`src/rtl/itlb4_lru.sv`:
```
module itlb4_lru #(
  parameter int VA_W   = 32,
  parameter int PA_W   = 29,
  parameter int ASID_W = 8,
  parameter int ATTR_W = 4,
  parameter int CTL_W  = 32
) (
  input  logic              clk,
  input  logic              rst_n,
  input  logic              look_valid,
  input  logic [VA_W-1:0]   look_addr,
  input  logic              use_asid,
  input  logic [ASID_W-1:0] cur_asid,
  output logic              look_hit,
  output logic [1:0]        look_idx,
  output logic              look_multi,
  output logic              look_miss,
  output logic [PA_W-1:0]   look_paddr,
  output logic [ATTR_W-1:0] look_attr,
  input  logic              fill_valid,
  input  logic [VA_W-11:0]  fill_vpn,
  input  logic [PA_W-11:0]  fill_ppn,
  input  logic [1:0]        fill_size,
  input  logic [ASID_W-1:0] fill_asid,
  input  logic              fill_shared,
  input  logic              fill_entry_v,
  input  logic [ATTR_W-1:0] fill_attr,
  output logic [1:0]        victim_idx,
  output logic              lru_err,
  input  logic              inval_all,
  input  logic              ctl_we,
  input  logic [CTL_W-1:0]  ctl_wdata,
  output logic [CTL_W-1:0]  ctl_q
);
  localparam int PG_LSB  = 10;
  localparam int VPN_W   = VA_W - PG_LSB;
  localparam int PPN_W   = PA_W - PG_LSB;
  localparam int LRU_LSB = CTL_W - 6;
  localparam int N_ENT   = 4;

  logic [VPN_W-1:0]  e_vpn  [N_ENT];
  logic [PPN_W-1:0]  e_ppn  [N_ENT];
  logic [1:0]        e_sz   [N_ENT];
  logic [ASID_W-1:0] e_asid [N_ENT];
  logic [ATTR_W-1:0] e_attr [N_ENT];
  logic [N_ENT-1:0]  e_sh;
  logic [N_ENT-1:0]  e_v;

  function automatic logic [VA_W-1:0] va_mask(input logic [1:0] sz);
    case (sz)
      2'd0:    return VA_W'(32'h0000_03FF);
      2'd1:    return VA_W'(32'h0000_0FFF);
      2'd2:    return VA_W'(32'h0000_FFFF);
      default: return VA_W'(32'h000F_FFFF);
    endcase
  endfunction

  function automatic logic [5:0] lru_next(input logic [5:0] l, input logic [1:0] e);
    case (e)
      2'd0:    return l & 6'b000111;
      2'd1:    return (l & 6'b111001) | 6'b100000;
      2'd2:    return (l & 6'b111110) | 6'b010100;
      default: return l | 6'b001011;
    endcase
  endfunction

  logic [N_ENT-1:0] match;
  logic [2:0]       n_match;
  logic [1:0]       idx;

  always_comb begin
    n_match = '0;
    idx     = '0;
    for (int i = 0; i < N_ENT; i++) begin
      match[i] = look_valid && e_v[i]
              && (!use_asid || e_sh[i] || (e_asid[i] == cur_asid))
              && (((look_addr ^ {e_vpn[i], {PG_LSB{1'b0}}}) & ~va_mask(e_sz[i])) == '0);
      n_match = n_match + 3'(match[i]);
      if (match[i]) idx = 2'(i);
    end
  end

  assign look_hit   = (n_match == 3'd1);
  assign look_multi = (n_match > 3'd1);
  assign look_miss  = look_valid && (n_match == 3'd0);
  assign look_idx   = idx;

  logic [PA_W-1:0] pmask;
  assign pmask      = PA_W'(va_mask(e_sz[idx]));
  assign look_paddr = look_hit ? (({e_ppn[idx], {PG_LSB{1'b0}}} & ~pmask) | (look_addr[PA_W-1:0] & pmask)) : '0;
  assign look_attr  = look_hit ? e_attr[idx] : '0;

  logic [5:0] lru;
  logic       vt0, vt1, vt2, vt3;
  assign lru = ctl_q[CTL_W-1:LRU_LSB];
  assign vt0 = lru[5] & lru[4] & lru[3];
  assign vt1 = !lru[5] & lru[2] & lru[1];
  assign vt2 = !lru[4] & !lru[2] & lru[0];
  assign vt3 = !lru[3] & !lru[1] & !lru[0];
  assign victim_idx = vt0 ? 2'd0 : vt1 ? 2'd1 : vt2 ? 2'd2 : vt3 ? 2'd3 : 2'd0;
  assign lru_err    = !(vt0 | vt1 | vt2 | vt3);

  logic fill_go;
  assign fill_go = fill_valid && !inval_all;

  always_ff @(posedge clk or negedge rst_n) begin
    if (!rst_n) begin
      ctl_q <= '0;
      e_v   <= '0;
    end else begin
      if (ctl_we)        ctl_q <= ctl_wdata;
      else if (fill_go)  ctl_q[CTL_W-1:LRU_LSB] <= lru_next(lru, victim_idx);
      else if (look_hit) ctl_q[CTL_W-1:LRU_LSB] <= lru_next(lru, idx);
      if (inval_all)     e_v <= '0;
      else if (fill_go)  e_v[victim_idx] <= fill_entry_v;
    end
  end

  always_ff @(posedge clk) begin
    if (fill_go) begin
      e_vpn[victim_idx]  <= fill_vpn;
      e_ppn[victim_idx]  <= fill_ppn;
      e_sz[victim_idx]   <= fill_size;
      e_asid[victim_idx] <= fill_asid;
      e_attr[victim_idx] <= fill_attr;
      e_sh[victim_idx]   <= fill_shared;
    end
  end

  assert_outcome_exclusive_R2: assert property (@(posedge clk) disable iff (!rst_n)
    $onehot0({look_hit, look_multi, look_miss}));

  assert_low_bits_kept_R4: assert property (@(posedge clk) disable iff (!rst_n)
    !ctl_we |=> ctl_q[LRU_LSB-1:0] == $past(ctl_q[LRU_LSB-1:0]));

  assert_use0_clears_R3: assert property (@(posedge clk) disable iff (!rst_n)
    (look_hit && look_idx == 2'd0 && !ctl_we && !fill_valid) |=> ctl_q[LRU_LSB+5:LRU_LSB+3] == 3'b000);

  assert_err_slot0_R6: assert property (@(posedge clk) disable iff (!rst_n)
    lru_err |-> (victim_idx == 2'd0));

  assert_fill3_sets_R7: assert property (@(posedge clk) disable iff (!rst_n)
    (fill_valid && !inval_all && !ctl_we && victim_idx == 2'd3)
      |=> (ctl_q[LRU_LSB+3] && ctl_q[LRU_LSB+1] && ctl_q[LRU_LSB]));

  assert_inval_empties_R8: assert property (@(posedge clk) disable iff (!rst_n)
    inval_all |=> !look_hit && !look_multi);

  assert_nohit_keeps_R10: assert property (@(posedge clk) disable iff (!rst_n)
    ((look_multi || look_miss) && !ctl_we && !fill_valid) |=> $stable(ctl_q));
endmodule

```
`config.mk`:
```
export PLATFORM = sky130hd
export DESIGN_NAME = itlb4_lru
export DESIGN_NICKNAME = d
export VERILOG_FILES = /design/src/rtl/itlb4_lru.sv
export SDC_FILE = /design/constraint.sdc
export NUM_CORES = 1
export LEC_CHECK = 0
export BUFFER_PORTS_ARGS = -buffer_cell sky130_fd_sc_hd__buf_2
export CORE_UTILIZATION = 45
export DETAILED_ROUTE_END_ITERATION = 6
export PLACE_DENSITY_LB_ADDON = 0.3
export SLEW_MARGIN = 10
export SYNTH_ARGS = -nofsm -noshare
export SYNTH_HDL_FRONTEND = slang
export SYNTH_SLANG_ARGS = --single-unit
```
`constraint.sdc`:
```
create_clock -name clk -period 13.6 [get_ports clk]
set_input_delay 2.04 -clock clk [delete_from_list [all_inputs] [get_ports clk]]
set_output_delay 2.04 -clock clk [all_outputs]
set_load 0.02 [all_outputs]
```
After elaboration in Yosys (flattened, before gate mapping) --
Memories as Yosys holds them, arrays and structs flattened. Index checks and enable logic that the tools add are counted.
Word-level totals: output and inout bits 73, bits in writable memories 220, register bits after elaboration 40, memories kept 5
Memory list:
- e_vpn | depth 4, width 22, rd ports 4, clocked after Yosys merged registers in 0, wr ports 1, line 41 | logic [VPN_W-1:0] e_vpn [N_ENT];
- e_ppn | depth 4, width 19, rd ports 1, clocked after Yosys merged registers in 0, wr ports 1, line 42 | logic [PPN_W-1:0] e_ppn [N_ENT];
- e_asid | depth 4, width 8, rd ports 4, clocked after Yosys merged registers in 0, wr ports 1, line 44 | logic [ASID_W-1:0] e_asid [N_ENT];
- e_attr | depth 4, width 4, rd ports 1, clocked after Yosys merged registers in 0, wr ports 1, line 45 | logic [ATTR_W-1:0] e_attr [N_ENT];
- e_sz | depth 4, width 2, rd ports 5, clocked after Yosys merged registers in 0, wr ports 1, line 43 | logic [1:0] e_sz [N_ENT];
Cells by class: bitwise gates (word level) 27, add/subtract/negate cells 3, $lt $le $gt $ge 3, reduce and logical (&&, ||, !) cells 55, equal/unequal tests 28, muxes and demuxes 27
Operators by type and width (number):
- $pmux 20 s3 | 5
- $and 32x32->32 | 4
- $logic_not 32->1 | 4
- $not 32->32 | 4
- $xor 32x32->32 | 4
- $and 29x29->29 | 2
- $pmux 6 s3 | 2
- $eq 8x8->1 | 4
- $reduce_and 5->1 | 6
- $mux 29 | 1
- $not 29->29 | 1
- $or 29x29->29 | 1
- $mux 6 | 3
- $ne 3x3->1 const B | 6
- $logic_and 1x1->1 | 15
- $eq 2x1->1 const B | 7
- $eq 2x2->1 const B | 7
- $logic_not 2->1 | 7
- $mux 2 | 6
- $mux 4 | 3
- $ne 4x2->1 const B | 3
- $reduce_bool 4->1 | 3
- $logic_not 1->1 | 9
- $and 1x1->1 | 8
- other kinds (15) | 28

Longest topological paths before layout --
Gate-level depths: netlist (run 1). An unclocked memory read counts as a cell.
word-level depth 17, depth in mapped cells 18

Worst setup path before layout (run 1) --
Ideal clock, no wire load.
kind input-to-output, from in look_addr[27], to out look_paddr[10], data required time 11.560 ns, path slack 6.116 ns, arrival 5.444 ns, stages on the path 17, path through clkbuf_1 xnor2_1 nand3_1 nor4_1 o311a_1 inv_2 buf_2 fa_1 inv_1 ha_1 inv_1 ha_1 nor2_1 nand2_1 clkbuf_1 a211o_1 mux2i_1
Between the ends: longest elaborated chain between the ends 14, elaborated cells between the ends (all ways) 34
RTL lines:
- start: declaration | line 11 | input logic [VA_W-1:0] look_addr,
- $xor 32x32->32 | line 77 | && (((look_addr ^ {e_vpn[i], {PG_LSB{1'b0}}}) & ~va_mask(e_sz[i])) == '0);
- $and 32x32->32 | line 77
- $logic_not 32->1 | line 77
- $logic_and 1x1->1 | line 77
- $mux 1 | line 79 | if (match[i]) idx = 2'(i);
- $mux 2 (2 in a row) | line 79
- $mem_v2 4x2
- $eq 2x2->1, or another cell as far along | line 50 | case (sz)
- $pmux 20 s3 | line 50
- $not 29->29 | line 90 | assign look_paddr = look_hit ? (({e_ppn[idx], {PG_LSB{1'b0}}} & ~pmask) | (look_addr[PA_W-1:0] & pmask)) : '0;
- $and 29x29->29 | line 90
- $or 29x29->29 | line 90
- $mux 29 * | line 90
- end: declaration | line 18 | output logic [PA_W-1:0] look_paddr,
Mark *: on every way between the ends. The rest lies on a longest branch, timed or not.

Final worst setup path (run 1) --
from in look_addr[16], to out look_paddr[15]
Same word-level chain as after synthesis.

==> results.md, run 1 <==
* Die footprint at 25660 µm²
* Routed len/inst at approximately 19 µm
* Cts repair resizes at 0
* Leak at between 0.005 and 0.006 µW
* Cell count after placement at about 1.3k
* Worst path arrival time at between 8 and 9 ns
* Filler cells at 2019
* Clock transition at path regs at 0.06 ns
* P&R area growth vs syn at 19.17%
* Syn nets at 937
* Port Buf Inserts at ~210
* Iteration-0 DRC Markers at 439
* Slew Viols, Final at 0
* CTS sink count at 260
* Synth area leader: edfxtp_1
* Clock power share at 40.8%
* Critical path's largest stage delay at 1.00 ns
* Status: completed
* Final Critical Period at 10.16 ns
* Core area at about 24000 µm²
* Die height at 160.2 µm
* Unrepaired setup endpoints after global routing: no
* DP Wirelength at between 15000 and 20000 µm
* Root Driver: clkbuf_16
* CTS Buffer Depth at 3
* Most frequent cells in the layout: edfxtp_1 (224), buf_2 (208), xnor2_1 (94)
* Post-Syn Area per Cell at 14.22 µm²
* Routed WL at 25590 µm
* Largest net degree at the start of global routing at 55
* Crit-path max FO at 30
* Fin nets at 1132
* H-tree Lvls at 1
* Synth cell types at 57
* Flops & latches, synth at 260
* Skew-Pair Late Insertion Delay at approximately 0.55 ns
* Antenna Nets Post-Route at 0
* Final setup skew at between 0.02 and 0.025 ns
* Antenna violations before repair at 4
* Flop pwr share at ~51%
* I/O pin cnt at ~210
* Total CTS buffers at 27
* Most common cell after layout, fill and taps aside: edfxtp_1
* Final setup fails at 0
* Top cells by area, synth: edfxtp_1 (60%), dfrtp_1 (8.0%), xnor2_1 (7.3%)
* Post-synth top area share at between 50 and 60%
* Worst-Margin Slew at 1.143 ns
* Hold Buf Count CTS at 0
* First-pass GRT wire length at between 30000 and 40000 µm
* Postcts setup bufs at 0
* First-pass DRT Iterations at 5
* Vias per cell at 5.185
* Power share of the combinational group at between 8 and 9%
* FFs w/ async S/R, synth at 13.85%
* Placer Congestion at 0.7953
* Multi-input logic area at 3279 µm²
* Top_reg_cell synth: edfxtp_1
* Share of layout cells above drive strength 1 at 29.13%
* Cell Int Power at 1420 µW
* Site Rows at 57
* P per Cell Area at 136.1 nW/µm²
* Total track usage at 20.11%
* Vias at 6896
* Max_cap viols at 0
* Endpoint class of the critical path: primary output
* CTS tree: done
* Max Fclk at 0.09838 GHz
* Synth warn at 0
* Syn Inst Count at 792
* Worst vdd ir at about 0.087 mV
* Min-delay worst type: flip-flop to flip-flop
* Sequential-to-total area share from yosys stat at 67.74%
* Worst endpoint required time at between 10 and 15 ns
* Setup TNS at 0 ns
* Max-slew headroom at 23.81%
* Hold Slack at 0.5004 ns
* Mapped cell area at roughly 11000 µm²
* Total grt overflow at 0
* Initial Util at 46.03%
* Critical path, cell by cell: buf_2 -> xnor2_1 -> nand4_1 -> o32ai_1 -> o311a_1 -> inv_2 -> fa_1 -> inv_1 -> ha_1 -> inv_1 -> ha_1 -> nor2_1 -> nand2_1 -> clkinv_1 -> nand2_2 -> o32ai_2 -> buf_2
* DRC viols at 0
* FF/Latch Area at 7627 µm²
* Crit Path Class: primary input to primary output
* Die width at ~160 µm
* Sw Pwr at between 400 and 500 µW
* Post-synth EDFFs at 224
* Vias in the first global route at 6857
* Sw frac at approximately 22%
* Final clock period utilization by the worst path at roughly three quarters
* CP max-delay cell: o311a_1
* Antenna cell count at 0
* Fin. Hold Viols at 0
* Worst Setup Start Kind: primary input
* Final cell count without fillers at 1330
## power by group through the flow
stage / sequential, µW / combinational (µW) / clock, µW
after global routing: 927 / 172 / 790
final: 924 / 157 / 746
after floorplan: 951 / 79.2 / 0
after global placement: 939 / 157 / 0
after detailed placement: 941 / 158 / 0
after CTS: 924 / 159 / 760
## routing by layer
| metal | GRT usage (%) | part of all wire (%) |
|---|---|---|
| met3 | 3.974 | 6.3 |
| met5 | 0 | 0.21 |
| met1 | 26.75 | 43 |
| met2 | 33.46 | 47 |
| met4 | 5.801 | 2.8 |
## critical path: cells and delay by family
kind                       cells  cell delay, ns
AOI/OAI and AO/OA              3            1.69
xor gates and xnor gates       1            0.21
buffers and inverters          6            1.54
adders and majority gates      3            1.08
and+or+nand+nor                4            1.56
## cells in the mapped netlist (2+ instances only)
library cell / count
a211o_1: 9
a211oi_1: 4
a21o_1: 2
a21oi_1: 37
a31oi_1: 3
a41oi_1: 4
and2_1: 2
and3_1: 18
buf_1: 2
buf_2: 25
buf_4: 4
buf_6: 2
clkbuf_1: 14
dfrtp_1: 36
edfxtp_1: 224
ha_1: 8
inv_1: 28
mux2_2: 26
mux2i_1: 27
nand2_1: 64
nand2b_1: 5
nand3_1: 14
nand4_1: 18
nor2_1: 11
nor2b_1: 3
nor3_1: 11
nor4_1: 9
nor4b_1: 2
o21ai_0: 23
o21ai_1: 2
o22ai_1: 4
o311a_1: 2
o31ai_1: 3
o32a_1: 2
o32ai_1: 4
xnor2_1: 94
xor2_1: 26
## final cells by class
class | instances | share of cell area, %
flip-flops and latches | 260 | 56.84
inverters | 31 | 0.8859
clock buffers | 38 | 5.725
multi-input cells | 454 | 24.44
clock inverters | 10 | 1.044
well taps | 324 | 3.021
repair buffers | 213 | 8.038
## per-stage QoR
stage	worst slack, ns	util (%)	total power (µW)	instance area [µm²]
3_5_place_dp	3.407	51.14	1099	12510
6_report	3.435	54.85	1827	13420
4_1_cts	3.353	54.85	1843	13420
5_1_grt	2.888	54.85	1889	13420
2_1_floorplan	6.116	-	1031	11260
3_3_place_gp	3.563	51.14	1096	12510
## path summary, 6_finish.rpt
check / slack [ns] / end / start / cells past startpoint
min reg2reg: 0.50 / ctl_q[3] / ctl_q[3] / 1
min: 0.50 / ctl_q[3] / ctl_q[3] / 1
min in group asynchronous: 1.59 / ctl_q[9] / rst_n / 1
max: 3.44 / look_paddr[15] / look_addr[16] / 17
max reg2reg: 7.18 / ctl_q[31] / e_vpn[3][6] / 16
max in group asynchronous: 11.49 / ctl_q[26] / rst_n / 1
## sequential cells by signal, summed over array words and instances (netlist names)
| register | flops |
|---|---|
| e_sh | 4 |
| e_ppn | 76 |
| e_v | 4 |
| e_vpn | 88 |
| ctl_q | 32 |
| e_attr | 16 |
| e_asid | 32 |
| e_sz | 8 |
## logic make-up (layout without fill, tap and decap cells)
logic type,count (synthesis),count (layout),share of synthesized area (%)
xor gates and xnor gates,120,120,9.334
muxes,54,54,5.134
DFF,260,260,67.74
adders and majority gates,9,9,1.067
and+or+nand+nor,164,164,7.357
AOI/OAI and AO/OA,107,107,6.201
buffers and inverters,78,292,3.167
Power figures use the tool's default switching activity.
==> run 2, diff against run 1 <==
clock period = 8.98 ns   (was 13.6 ns; I/O delays follow)
==> results.md, run 2 (same netlist as run 1, synthesis figures left out) <==
* Worst endpoint required time at 7.63 ns (-3.93 ns)
* H-tree Lvls at 1 (unchanged)
* R2R Setup Slk at 4.01 ns (-3.17 ns)
* First-pass DRT Iterations at 4 (-1)
* Placed cell area at 12530 µm² (+0.18%)
* Post-route cell area at 13480 µm² (+0.48%)
* Largest net degree at the start of global routing at 54 (-1.8%)
* Max reg flops at 88 (unchanged)
* Final Critical Period at 7.425 ns
* Total power at 2800 µW (+53%)
* Most frequent cells in the layout: edfxtp_1 (224), buf_2 (208), xnor2_1 (94)
* Core area at 24460 µm² (unchanged)
* Min-delay worst type: flip-flop to flip-flop
* Final setup skew at 0.01538 ns (-0.006280 ns)
* Setup TNS at 0 ns (unchanged)
* Skew-Pair Late Insertion Delay at 0.55 ns (about the same)
* Antenna violations before repair at 5 (+1)
* Die footprint at 25660 µm² (unchanged)
* P&R area growth vs syn at 19.74%
* Leak at 0.005198 µW (+0.81%)
* CTS sink count at 260 (unchanged)
* Worst Setup Start Kind: primary input
* Iteration-0 DRC Markers at 452 (+3.0%)
* Total grt overflow at 0 (unchanged)
* Biggest regs: e_vpn x88, e_ppn x76
* Top delay family on crit path: buffers and inverters
* DP Wirelength at 17460 µm (+0.39%)
* Cell count after placement at 1285 (+0.23%)
* Share of layout cells above drive strength 1 at 29.77% (+0.65 points)
* Final setup fails at 0 (unchanged)
* Worst path arrival time at 6.08 ns (-2.04 ns)
* Fin. Hold Viols at 0 (unchanged)
* Worst-Margin Slew at 0.8377 ns (-0.3052 ns)
* Crit-path max FO at 30 (unchanged)
* Fin nets at 1136 (+0.35%)
* CTS Buffer Depth at 3 (unchanged)
* Final cell count without fillers at 1336 (+0.45%)
* Site Rows at 57 (unchanged)
* CTS tree: done
* Port Buf Inserts at 208 (unchanged)
* Routed WL at 25420 µm (-0.70%)
* Worst Hold Depth at 1 (unchanged)
* Vias per cell at 5.141 (-0.84%)
* Vias at 6869 (-0.39%)
* First-pass GRT wire length at 38860 µm (-1.2%)
* RR Endpoint: ctl_q[31]
* Die width at 160.2 µm (unchanged)
* HP Start: ctl_q[23]
* Slew Viols, Final at 0 (unchanged)
* Root Driver: clkbuf_16
* Die height at 160.2 µm (unchanged)
* Max Fclk at roughly 0.13 GHz
* Worst vdd ir at 0.1430 mV (+63%)
* CP max-delay cell: fa_1
* Worst reg2reg startpoint: e_vpn[3][7]
* Critical path's largest stage delay at 0.57 ns (-0.43 ns)
* Total CTS buffers at 28 (+3.7%)
* Final clock period utilization by the worst path at slightly above 80%
* Unrepaired setup endpoints after global routing: no
* Crit Path Class: primary input to primary output
* Postcts setup bufs at 0 (unchanged)
* Critical path, cell by cell: buf_2 -> xnor2_1 -> nand4_1 -> o32ai_1 -> o311a_1 -> buf_4 -> inv_2 -> fa_1 -> inv_1 -> ha_1 -> inv_1 -> ha_1 -> nor2_1 -> nand2_1 -> buf_4 -> clkinv_1 -> nand2_2 -> o32ai_2 -> buf_2
* Max_cap viols at 0 (unchanged)
* Routed len/inst at 19.02 µm (-1.1%)
* Endpoint class of the critical path: primary output
* Vias in the first global route at 6828 (-0.42%)
* Total track usage at 19.74% (-0.37 points)
* Cts repair resizes at 0 (unchanged)
* Status: completed
* Reg with most FFs: e_vpn
* Placer Congestion at 0.7938 (-0.19%)
* Util after Layout at 55.11% (+0.26 points)
* I/O pin cnt at 209 (unchanged)
* Hold Buf Count CTS at 0 (unchanged)
* Max-slew headroom at 43.97% (+20 points)
* Antenna Nets Post-Route at 0 (unchanged)
* Clock transition at path regs at 0.06 ns (about the same)
* Most common cell after layout, fill and taps aside: edfxtp_1
* Hold worst-path end: ctl_q[23]
* DRC viols at 0 (unchanged)
* WP buf/inv at 8 (+2)
* R2R cell count at 18 (+2)
* P per Cell Area at 207.7 nW/µm² (+53%)
* Initial Util at 46.03% (unchanged)
==> run 2: changes by cell type in the layout (fill, tap and decap cells not counted), sizes merged <==
cell / previous run / this run
clkbuf: 38 / 37
diode: 0 / 1
buf: 213 / 216
clkinv: 7 / 10
==> run 2: where the power goes <==
group / total, µW / switching, µW / internal, µW
registers: 1400 / 22.0 / 1380
logic: 238 / 147 / 90.9
clock network: 1160 / 455 / 708
total: 2800 / 624 / 2180
==> run 2: worst max-delay path by stage <==
stage | from | end | depth (start not counted)
floorplan | look_addr[27] | look_paddr[10] | 17
global placement | look_addr[28] | look_paddr[15] | 19
detailed placement | look_addr[17] | look_paddr[15] | 19
CTS | look_addr[17] | look_paddr[15] | 19
global route | look_addr[17] | look_paddr[15] | 19
finish | look_addr[17] | look_paddr[15] | 19
==> run 2: per-stage QoR <==
step / hold slack [ns] / setup WS (ns)
2_1_floorplan: 0.4957 / 2.882
3_3_place_gp: 0.4848 / 1.761
3_5_place_dp: 0.4900 / 1.591
4_1_cts: 0.5032 / 1.557
5_1_grt: 0.5194 / 1.289
6_report: 0.4999 / 1.555
==> run 2: layer usage <==
layer	wire length, µm	part of all wire [%]	track usage (%)
met2	11930	47	32.49
met5	52	0.20	0
met1	11060	44	26.39
met3	1804	7.1	4.416
met4	566	2.2	5.325
==> run 2: area by class of cell <==
class	instances	area [µm²]
well taps	324	405.4
inverters	31	118.9
diodes	1	2.502
multi-input cells	454	3279
repair buffers	216	1101
fillers	2029	10980
flip-flops and latches	260	7627
clock inverters	13	150.1
clock buffers	37	797.0
==> run 3, diff against run 2 <==
clock period = 6.95 ns   (was 8.98 ns; I/O delays follow)
==> results.md, run 3 (same netlist as run 1, synthesis figures left out) <==
* Cts repair resizes at 0 (unchanged)
* Most frequent cells in the layout: edfxtp_1 (224), buf_2 (208), xnor2_1 (94)
* Cell count after placement at 1286 (+0.078%)
* RR Endpoint: ctl_q[31]
* P per Cell Area at 267.6 nW/µm² (+29%)
* Worst reg2reg startpoint: e_vpn[3][12]
* Worst path arrival time at 4.98 ns (-1.10 ns)
* Routed len/inst at 19.12 µm (+0.50%)
* R2R Setup Slk at 2.60 ns (-1.41 ns)
* DP Wirelength at 17210 µm (-1.4%)
* Min-delay worst type: flip-flop to flip-flop
* Worst setup startpoint: look_addr[22]
* Clock transition at path regs at 0.06 ns (about the same)
* Max reg flops at 88 (unchanged)
* Setup TNS at 0 ns (unchanged)
* Largest net degree at the start of global routing at 58 (+7.4%)
* Crit-path max FO at 19 (-37%)
* First-pass DRT Iterations at 7 (+3)
* Vias at 6978 (+1.6%)
* Max-slew headroom at 37.72% (-6.3 points)
* Die height at 160.2 µm (unchanged)
* Crit Path Class: primary input to primary output
* Worst vdd ir at 0.1810 mV (+27%)
* CP max-delay cell: fa_1
* Final setup skew at 0.01234 ns (-0.003041 ns)
* Root Driver: clkbuf_16
* Filler cells at 2019 (-0.49%)
* Reg with most FFs: e_vpn
* CTS tree: done
* Port Buf Inserts at 208 (unchanged)
* First-pass GRT wire length at 39270 µm (+1.1%)
* Fin nets at 1137 (+0.088%)
* Skew-Pair Late Insertion Delay at 0.55 ns (about the same)
* Routed WL at 25600 µm (+0.72%)
* R2R cell count at 16 (-2)
* Antenna violations before repair at 5 (unchanged)
* Die width at 160.2 µm (unchanged)
* I/O pin cnt at 209 (unchanged)
* Total grt overflow at 0 (unchanged)
* DRC viols at 0 (unchanged)
* Final cell count without fillers at 1339 (+0.22%)
* Worst Setup Start Kind: primary input
* Max Fclk at 0.1659 GHz
* Site Rows at 57 (unchanged)
* Vias per cell at 5.211 (+1.4%)
* Most common cell after layout, fill and taps aside: edfxtp_1
* H-tree Lvls at 1 (unchanged)
* Critical path, cell by cell: buf_2 -> xnor2_1 -> nand4_1 -> nor4_1 -> o311a_1 -> inv_2 -> fa_1 -> inv_1 -> ha_1 -> inv_1 -> ha_1 -> nor2_1 -> nand2_1 -> clkinv_1 -> nand2_2 -> o32ai_2 -> buf_2
* Worst-Margin Slew at 0.9342 ns (+0.09650 ns)
* Share of layout cells above drive strength 1 at 30.18% (+0.41 points)
* Final clock period utilization by the worst path at 86.72%
* Max_cap viols at 0 (unchanged)
* Core area at 24460 µm² (unchanged)
* Worst setup path end: look_paddr[15]
* Status: completed
* Initial Util at 46.03% (unchanged)
* Critical path's largest stage delay at 0.56 ns (about the same)
* Fin. Hold Viols at 0 (unchanged)
* Iteration-0 DRC Markers at 471 (+4.2%)
* Postcts setup bufs at 0 (unchanged)
* Slew Viols, Final at 0 (unchanged)
* Die footprint at 25660 µm² (unchanged)
* Total track usage at 20.06% (+0.32 points)
* Final setup fails at 0 (unchanged)
* Total CTS buffers at 28 (unchanged)
* Hold Buf Count CTS at 0 (unchanged)
* Biggest regs: e_vpn x88, e_ppn x76
* Util after Layout at 55.10% (about the same)
* Worst endpoint required time at 5.91 ns (-1.72 ns)
* Antenna Nets Post-Route at 0 (unchanged)
* Leak at 0.005187 µW (-0.20%)
* Placer Congestion at 0.8741 (+10%)
* Endpoint class of the critical path: primary output
* Final Critical Period at approximately 6.0 ns
* P&R area growth vs syn at 19.71% (about the same)
* Unrepaired setup endpoints after global routing: no
* CTS sink count at 260 (unchanged)
* Vias in the first global route at 7013 (+2.7%)
* CTS Buffer Depth at 3 (unchanged)
[run 3: cell count changes in the layout (fill, tap and decap cells not counted), moves of 2 or more]
cell        previous run  this run
clkbuf_16             30        28
clkbuf_8               2         0
clkbuf_1               5         2
clkinvlp_4             0         3
clkinv_2               6         9
[run 3: worst min-delay path by stage]
stage                     end  slack [ns]  depth (start not counted)      start
global route        ctl_q[24]        0.52                          1  ctl_q[24]
CTS                 ctl_q[23]        0.51                          1  ctl_q[23]
finish              ctl_q[17]        0.50                          1  ctl_q[17]
global placement    ctl_q[24]        0.48                          1  ctl_q[24]
floorplan              e_v[2]        0.50                          2     e_v[2]
detailed placement  ctl_q[20]        0.49                          1  ctl_q[20]
[run 3: power breakdown]
group          internal (µW)  leakage (µW)  switching [µW]
Combinational            118       0.00227             189
Clock                    888      0.000456             604
Sequential              1780       0.00247            28.8
Total                   2790       0.00519             822
[run 3: cell type report]
| cell class | count | area (µm²) | share of cell area [%] |
|---|---|---|---|
| diodes | 1 | 2.502 | 0.01856 |
| clock buffers | 30 | 708.2 | 5.254 |
| clock inverters | 22 | 229.0 | 1.699 |
| inverters | 31 | 118.9 | 0.8818 |
| multi-input cells | 454 | 3279 | 24.33 |
| flip-flops and latches | 260 | 7627 | 56.59 |
| well taps | 324 | 405.4 | 3.008 |
| repair buffers | 217 | 1109 | 8.224 |
[run 3: critical path: cells and delay by family]
family	cells	cell delay, ns
buffers and inverters	6	0.97
adders and majority gates	3	1.00
AOI/OAI and AO/OA	2	0.60
xor gates and xnor gates	1	0.16
and+or+nand+nor	5	1.18
[run 3: per-stage QoR]
step	instance area, µm²	setup slack, ns	power [µW]	hold WS [ns]
final	13480	0.9232	3607	0.4999
after global placement	12540	1.032	2147	0.4835
after CTS	13480	0.9757	3645	0.5058
after global routing	13480	0.7641	3732	0.5178
after floorplan	11260	1.461	2017	0.4957
after detailed placement	12540	0.9920	2151	0.4897
[run 3: layer usage]
| metal | vias to the layer above | wire length (µm) | track usage (%) |
|---|---|---|---|
| met5 | - | 55 | 0 |
| met4 | 8 | 824 | 6.883 |
| met3 | 54 | 1745 | 3.922 |
| met2 | 281 | 11930 | 33.00 |
| met1 | 3329 | 11040 | 26.62 |
| li1 | 3306 | - | - |
